===== config.mk =====
export PLATFORM = sky130hd
export DESIGN_NAME = spi_p0_engine
export DESIGN_NICKNAME = d
export VERILOG_FILES = /design/src/rtl/spi_p0_pkg.sv /design/src/rtl/spi_p0_tick.sv /design/src/rtl/spi_p0_shift.sv /design/src/rtl/spi_p0_rxbuf.sv /design/src/rtl/spi_p0_engine.sv
export SDC_FILE = /design/constraint.sdc
export NUM_CORES = 1
export LEC_CHECK = 0
export BUFFER_PORTS_ARGS = -buffer_cell sky130_fd_sc_hd__buf_2
export CORE_MARGIN = 10
export CORE_UTILIZATION = 50
export CTS_CLUSTER_DIAMETER = 120
export DETAILED_ROUTE_END_ITERATION = 8
export GPL_ROUTABILITY_DRIVEN = 0
export PLACE_DENSITY_LB_ADDON = 0.15
export SLEW_MARGIN = 10
export SYNTH_ARGS = -nofsm -noshare
export SYNTH_HDL_FRONTEND = slang
export SYNTH_HIERARCHICAL = 1
export SYNTH_SLANG_ARGS = --single-unit

===== constraint.sdc =====
create_clock -name clk -period 6.6 [get_ports clk]
set_clock_uncertainty 0.15 [all_clocks]
set_input_delay 1.98 -clock clk [delete_from_list [all_inputs] [get_ports clk]]
set_output_delay 1.98 -clock clk [all_outputs]
set_load 0.05 [all_outputs]

===== src/rtl/spi_p0_pkg.sv =====
package spi_p0_pkg;

    typedef enum logic [2:0] {
        ST_IDLE  = 3'd0,
        ST_LEAD  = 3'd1,
        ST_XFER  = 3'd2,
        ST_TRAIL = 3'd3,
        ST_GAP   = 3'd4
    } eng_state_t;

endpackage


===== src/rtl/spi_p0_tick.sv =====
module spi_p0_tick #(
    parameter int DIV_W = 8
) (
    input  logic             clk,
    input  logic             rst_n,
    input  logic             run,
    input  logic [DIV_W-1:0] half_div,
    output logic             tick
);
    localparam logic [DIV_W-1:0] ONE = {{(DIV_W-1){1'b0}}, 1'b1};

    logic [DIV_W-1:0] half_eff;
    logic [DIV_W-1:0] hcnt;

    assign half_eff = (half_div == '0) ? ONE : half_div;
    assign tick     = run && (hcnt >= half_eff - ONE);

    always_ff @(posedge clk or negedge rst_n) begin
        if (!rst_n) begin
            hcnt <= '0;
        end else if (!run || tick) begin
            hcnt <= '0;
        end else begin
            hcnt <= hcnt + ONE;
        end
    end

    AST_TICK_NEEDS_RUN: assert property (@(posedge clk) disable iff (!rst_n)
        !run |=> hcnt == '0);

endmodule


===== src/rtl/spi_p0_shift.sv =====
module spi_p0_shift #(
    parameter int DATA_W = 8
) (
    input  logic              clk,
    input  logic              rst_n,
    input  logic              load,
    input  logic              lsb_first,
    input  logic [DATA_W-1:0] load_data,
    input  logic              sample,
    input  logic              shift,
    input  logic              miso,
    output logic              mosi,
    output logic [DATA_W-1:0] rx_word
);
    logic [DATA_W-1:0] tx_sr;
    logic [DATA_W-1:0] rx_sr;
    logic [DATA_W-1:0] tx_rev;
    logic [DATA_W-1:0] rx_rev;
    logic              order_q;

    for (genvar gi = 0; gi < DATA_W; gi++) begin : g_rev
        assign tx_rev[gi] = load_data[DATA_W-1-gi];
        assign rx_rev[gi] = rx_sr[DATA_W-1-gi];
    end

    always_ff @(posedge clk or negedge rst_n) begin
        if (!rst_n) begin
            tx_sr   <= '0;
            order_q <= 1'b0;
        end else if (load) begin
            tx_sr   <= lsb_first ? tx_rev : load_data;
            order_q <= lsb_first;
        end else if (shift) begin
            tx_sr   <= {tx_sr[DATA_W-2:0], 1'b0};
        end
    end

    always_ff @(posedge clk or negedge rst_n) begin
        if (!rst_n) begin
            rx_sr <= '0;
        end else if (sample) begin
            rx_sr <= {rx_sr[DATA_W-2:0], miso};
        end
    end

    assign mosi    = tx_sr[DATA_W-1];
    assign rx_word = order_q ? rx_rev : rx_sr;

    AST_MOSI_HOLD: assert property (@(posedge clk) disable iff (!rst_n)
        (!load && !shift) |=> $stable(mosi));

endmodule


===== src/rtl/spi_p0_rxbuf.sv =====
module spi_p0_rxbuf #(
    parameter int DATA_W = 8
) (
    input  logic              clk,
    input  logic              rst_n,
    input  logic              complete,
    input  logic [DATA_W-1:0] word,
    input  logic              rd,
    output logic [DATA_W-1:0] rx_data,
    output logic              done,
    output logic              ovr
);
    logic [DATA_W-1:0] data_n;
    logic              done_n;
    logic              ovr_n;

    always_comb begin
        data_n = rx_data;
        done_n = done & ~rd;
        ovr_n  = ovr & ~rd;
        if (complete) begin
            if (done_n) begin
                ovr_n = 1'b1;
            end else begin
                data_n = word;
                done_n = 1'b1;
            end
        end
    end

    always_ff @(posedge clk or negedge rst_n) begin
        if (!rst_n) begin
            rx_data <= '0;
            done    <= 1'b0;
            ovr     <= 1'b0;
        end else begin
            rx_data <= data_n;
            done    <= done_n;
            ovr     <= ovr_n;
        end
    end

    AST_DONE_FROM_END: assert property (@(posedge clk) disable iff (!rst_n)
        $rose(done) |-> $past(complete));
    AST_DATA_ONLY_AT_END: assert property (@(posedge clk) disable iff (!rst_n)
        !complete |=> $stable(rx_data));
    AST_OVR_KEEPS_BYTE: assert property (@(posedge clk) disable iff (!rst_n)
        $rose(ovr) |-> $stable(rx_data));

endmodule


===== src/rtl/spi_p0_engine.sv =====
module spi_p0_engine
    import spi_p0_pkg::*;
#(
    parameter int DATA_W = 8,
    parameter int DIV_W  = 8,
    parameter int DLY_W  = 4
) (
    input  logic              clk,
    input  logic              rst_n,
    input  logic              cfg_cpol,
    input  logic              cfg_lsb_first,
    input  logic [DIV_W-1:0]  cfg_half_div,
    input  logic [DLY_W-1:0]  cfg_lead,
    input  logic [DLY_W-1:0]  cfg_trail,
    input  logic [DLY_W-1:0]  cfg_idle,
    input  logic              tx_wr,
    input  logic [DATA_W-1:0] tx_data,
    input  logic              rx_rd,
    output logic [DATA_W-1:0] rx_data,
    output logic              done_flag,
    output logic              ovr_flag,
    output logic              wcol_flag,
    output logic              busy,
    output logic              sck,
    output logic              mosi,
    input  logic              miso,
    output logic              ss_n
);
    localparam int EDGES  = 2 * DATA_W;
    localparam int ECNT_W = $clog2(EDGES);
    localparam logic [ECNT_W-1:0] LAST_EDGE = ECNT_W'(EDGES - 1);
    localparam logic [DLY_W-1:0]  D_ONE     = {{(DLY_W-1){1'b0}}, 1'b1};

    eng_state_t        state;
    eng_state_t        nxt;
    logic              tick;
    logic [DLY_W-1:0]  dcnt;
    logic [DLY_W-1:0]  dly_lim;
    logic              dly_last;
    logic [ECNT_W-1:0] ecnt;
    logic [ECNT_W-1:0] eidx;
    logic              sck_lvl;
    logic              start;
    logic              edge_ev;
    logic              sample_ev;
    logic              shift_ev;
    logic              last_ev;
    logic              wcol_q;
    logic [DATA_W-1:0] rx_word;

    function automatic logic [DLY_W-1:0] at_least1(input logic [DLY_W-1:0] v);
        return (v == '0) ? D_ONE : v;
    endfunction

    // delay limit of the current waiting state
    always_comb begin
        unique case (state)
            ST_LEAD:  dly_lim = at_least1(cfg_lead);
            ST_TRAIL: dly_lim = at_least1(cfg_trail);
            ST_GAP:   dly_lim = at_least1(cfg_idle);
            default:  dly_lim = D_ONE;
        endcase
    end

    assign dly_last  = (dcnt >= dly_lim - D_ONE);
    assign start     = (state == ST_IDLE) && tx_wr;
    assign edge_ev   = tick && (((state == ST_LEAD) && dly_last) || (state == ST_XFER));
    assign eidx      = (state == ST_XFER) ? ecnt : '0;
    assign sample_ev = edge_ev && !eidx[0];
    assign shift_ev  = edge_ev && eidx[0] && (eidx != LAST_EDGE);
    assign last_ev   = edge_ev && (eidx == LAST_EDGE);

    // state register
    always_ff @(posedge clk or negedge rst_n) begin
        if (!rst_n) begin
            state <= ST_IDLE;
        end else begin
            state <= nxt;
        end
    end

    // next-state decode
    always_comb begin
        nxt = state;
        unique case (state)
            ST_IDLE:  if (tx_wr)             nxt = ST_LEAD;
            ST_LEAD:  if (edge_ev)           nxt = ST_XFER;
            ST_XFER:  if (last_ev)           nxt = ST_TRAIL;
            ST_TRAIL: if (tick && dly_last)  nxt = ST_GAP;
            ST_GAP:   if (tick && dly_last)  nxt = ST_IDLE;
            default:                         nxt = ST_IDLE;
        endcase
    end

    // outputs
    always_comb begin
        ss_n = 1'b0;
        busy = 1'b1;
        unique case (state)
            ST_IDLE:  begin ss_n = 1'b1; busy = 1'b0; end
            ST_LEAD:  ss_n = 1'b0;
            ST_XFER:  ss_n = 1'b0;
            ST_TRAIL: ss_n = 1'b0;
            ST_GAP:   ss_n = 1'b1;
            default:  begin ss_n = 1'b1; busy = 1'b0; end
        endcase
        sck       = sck_lvl ^ cfg_cpol;
        wcol_flag = wcol_q;
    end

    // counters, clock level and collision flag
    always_ff @(posedge clk or negedge rst_n) begin
        if (!rst_n) begin
            dcnt    <= '0;
            ecnt    <= '0;
            sck_lvl <= 1'b0;
            wcol_q  <= 1'b0;
        end else begin
            if (state != nxt) begin
                dcnt <= '0;
            end else if (tick) begin
                dcnt <= dcnt + D_ONE;
            end

            if (start) begin
                ecnt <= '0;
            end else if (edge_ev) begin
                ecnt <= eidx + 1'b1;
            end

            if (state == ST_IDLE) begin
                sck_lvl <= 1'b0;
            end else if (edge_ev) begin
                sck_lvl <= ~sck_lvl;
            end

            if (start) begin
                wcol_q <= 1'b0;
            end else if (tx_wr) begin
                wcol_q <= 1'b1;
            end
        end
    end

    spi_p0_tick #(.DIV_W(DIV_W)) u_tick (
        .clk      (clk),
        .rst_n    (rst_n),
        .run      (state != ST_IDLE),
        .half_div (cfg_half_div),
        .tick     (tick)
    );

    spi_p0_shift #(.DATA_W(DATA_W)) u_shift (
        .clk       (clk),
        .rst_n     (rst_n),
        .load      (start),
        .lsb_first (cfg_lsb_first),
        .load_data (tx_data),
        .sample    (sample_ev),
        .shift     (shift_ev),
        .miso      (miso),
        .mosi      (mosi),
        .rx_word   (rx_word)
    );

    spi_p0_rxbuf #(.DATA_W(DATA_W)) u_rxbuf (
        .clk      (clk),
        .rst_n    (rst_n),
        .complete (last_ev),
        .word     (rx_word),
        .rd       (rx_rd),
        .rx_data  (rx_data),
        .done     (done_flag),
        .ovr      (ovr_flag)
    );

    AST_SCK_RESTS_IDLE: assert property (@(posedge clk) disable iff (!rst_n)
        state == ST_IDLE |-> sck_lvl == 1'b0);
    AST_EDGE_SELECTED: assert property (@(posedge clk) disable iff (!rst_n)
        edge_ev |-> !ss_n);
    AST_TRAIL_QUIET: assert property (@(posedge clk) disable iff (!rst_n)
        (state == ST_TRAIL && $past(state) == ST_TRAIL) |-> $stable(sck_lvl));
    AST_WCOL_CAUSE: assert property (@(posedge clk) disable iff (!rst_n)
        $rose(wcol_flag) |-> $past(tx_wr && busy));

endmodule


==> run metrics <==
status=completed; worst vdd ir=206 µV; Vias=2314; sequential area share after synthesis=0.372; GRT Resource Usage Total=0.130; CP Class=input pin to flop; CORE AREA=6310 µm²; post-cts hold buffer count=0; WP data arrival=5.59 ns; most common cell after layout, fill and taps aside=buf_2; setup repair after global routing missed its margin=false; share of layout cells above drive strength 1=0.292; f_max=0.179 GHz; synth warn=6; xor and xnor area share after synthesis=0.0434; Worst Hold Path EP=wcol_flag$_DFFE_PN0P_; hold depth=2; DRT iter0 DRCs=78; clock tree buffer depth=2; GRT overflow=0; R2R depth=13; final wirelength=6.34 mm; Area after DPL=3500 µm²; H-tree Lvls=2; Crit. End Element=flop; die height=100 µm; Data required, critical path=6.62 ns; setup TNS=0 ns; share of the synthesized area in the top cell type=0.372; simple-gate share of the synthesized area=0.167; post-synth cell types=57; RR Endpoint=u_shift/rx_sr[6]$_DFFE_PN0P_; worst slew pin tran=1.06 ns; Crit. Startpoint=cfg_half_div[3]; # Post-CTS Setup Buffers=0; final hold vios=0; DR WL/cell=15.1 µm; largest net degree at the start of global routing=49; Synth Register Bits=48; die area=10100 µm²; I/O Pins=50; CP Launch Type=input pin; fin cells=420; NumNets Final=394; vias in the first global route=2423; Mapped Area=3230 µm²; # resized after CTS=0; DRT antenna net count=0; Compound-Gate Fraction of Synth Area=0.111; worst skew pair latency=0.30 ns; final instance area=3620 µm²; largest cells by area after synthesis=dfrtp_1 (37%), mux2_4 (12%), mux2i_1 (8.1%); critical path's slowest cell=or3_4; vias per cell=5.51; largest area contributor in the netlist=dfrtp_1; Min Hold Slack=0.352 ns; Detail Placement HPWL=4.79 mm; root buffer cell=clkbuf_8; placed cells=412; Final Util=0.573; Hold Path Class=flop to flop; Most used DFF post-synth=dfrtp_1; CP cell instances=buf_2 > or3_4 > nor3_1 > a21oi_1 > ha_1 > nor3b_2 > xnor2_1 > ha_1 > nand4_1 > o31ai_1 > and2_1 > buf_4 > nor2b_1 > nand2_1 > nor3b_1 > buf_4 > mux2i_1 > mux2i_1; largest family of logic cells by synthesized area=multiplexers; Clock Sinks=48; PwrDens=322 nW/µm²; final critical-path share of the clock period=0.844; CTS tree=done; Post-synth EDFFs=0; Pleak=0.00173 µW; Period minus WS final=5.57 ns; largest fanout on the critical path=13; Initial Utilization=0.511; Worst R2R Setup Slack=2.91 ns; mux contribution to synthesized area=0.204; DRC Markers=0; critical path's top delay family=simple AND/OR/NAND/NOR gates; initial antenna violation count=0; clk slew on worst S/H paths=0.10 ns; number of port buffers=49; P&R area growth vs syn=12.1%; Mapped Nets=347; TritonCTS buffer count=5; Pins Over Slew Limit=0; Rel. slew slack=0.292; most frequent cells in the layout=buf_2 (49), dfrtp_1 (48), mux2i_1 (26); CP bufs+invs=3; maxcap violations=0; number of inserted diodes=0; delay of the slowest cell on the worst path=0.40 ns; Synth Area per Inst=10.9 µm²; row cnt=29; drt pass-1 iters=4; cells after synthesis=295; Finish-stage setup viols=0; worst r2r src=state[1]$_DFF_PN0_; first-pass GRT wire length=11.1 mm; ys async rst share=1.00; Post-Synth Adder-Cell Area=0.0659; DIE WIDTH=100 µm; min-delay src=wcol_flag$_DFFE_PN0P_
==> cell families after synthesis <==
| logic type | count (synthesis) |
|---|---|
| and+or+nand+nor | 95 |
| muxes | 53 |
| DFF | 48 |
| AOI/OAI and AO/OA | 47 |
| buffers and inverters | 19 |
| adders and majority gates | 17 |
| xor gates and xnor gates | 16 |
==> cell usage after synthesis (4+ instances only) <==
library cell / number
dfrtp_1: 48
mux2i_1: 26
mux2_4: 25
nor2_1: 22
ha_1: 17
nand2_1: 16
a21oi_1: 15
xor2_1: 10
nor3_1: 9
nand3_1: 7
inv_1: 6
nor2b_1: 6
xnor2_1: 6
and3_1: 5
buf_2: 5
buf_6: 5
a22oi_1: 4
nor3b_1: 4
o21ai_0: 4
o2bb2ai_1: 4
==> sequential cells by signal (all words and copies together), names as in the netlist <==
signal and count:
ecnt 4, u_rxbuf/rx_data 8, u_rxbuf/done 1, u_tick/hcnt 8, u_shift/tx_sr 8, u_rxbuf/ovr 1
u_shift/order_q 1, dcnt 4, state 3, u_shift/rx_sr 8, sck_lvl 1, wcol_flag 1
==> worst max-delay path by stage <==
stage / endpoint / slack (ns) / depth (start not counted)
5_1_grt: u_shift/tx_sr[2]$_DFFE_PN0P_ / 0.60 / 18
3_3_place_gp: u_shift/tx_sr[7]$_DFFE_PN0P_ / 0.80 / 18
3_5_place_dp: u_shift/tx_sr[2]$_DFFE_PN0P_ / 0.75 / 18
4_1_cts: u_shift/tx_sr[3]$_DFFE_PN0P_ / 1.04 / 18
2_1_floorplan: u_shift/tx_sr[7]$_DFFE_PN0P_ / 1.34 / 16
6_report: u_shift/tx_sr[3]$_DFFE_PN0P_ / 1.03 / 18
==> per-stage QoR <==
stage / setup slack [ns] / total power [µW]
floorplan: 1.34 / 842
global placement: 0.804 / 942
detailed placement: 0.750 / 956
CTS: 1.04 / 1180
global route: 0.600 / 1260
finish: 1.03 / 1160
==> layer usage <==
layer,part of all wire,vias up,global-route usage
li1,-,1157,-
met1,0.45,1102,0.163
met2,0.50,50,0.215
met3,0.045,5,0.0295
met4,0.012,0,0.0446
met5,0,-,0
==> final cells by class <==
class	count	area, µm²
Inverter	6	22.5
Multi-Input combinational cell	228	1910
Timing Repair Buffer	53	275
Clock buffer	5	68.8
Tap cell	77	96.3
Fill cell	574	2700
Clock inverter	3	46.3
Sequential cell	48	1200
==> report_power, final <==
| group | total, µW | leakage [µW] | switching [µW] | internal [µW] |
|---|---|---|---|---|
| clock | 217 | 0.0000548 | 102 | 114 |
| sequential | 466 | 0.000618 | 100 | 366 |
| combinational | 482 | 0.00106 | 260 | 222 |
==> worst reg2reg max path: stages, from the launching register on <==
cell and delay [ns]:
dfrtp_1 0.72, and2b_1 0.29, nor4b_1 0.15, or3_1 0.40, ha_1 0.22, xor2_1 0.16
ha_1 0.28, o211ai_1 0.07, o21ai_0 0.17, buf_4 0.21, nand2_1 0.09, a21oi_1 0.15
buf_4 0.22, mux2_4 0.32
(Power assumes the default switching activity.)
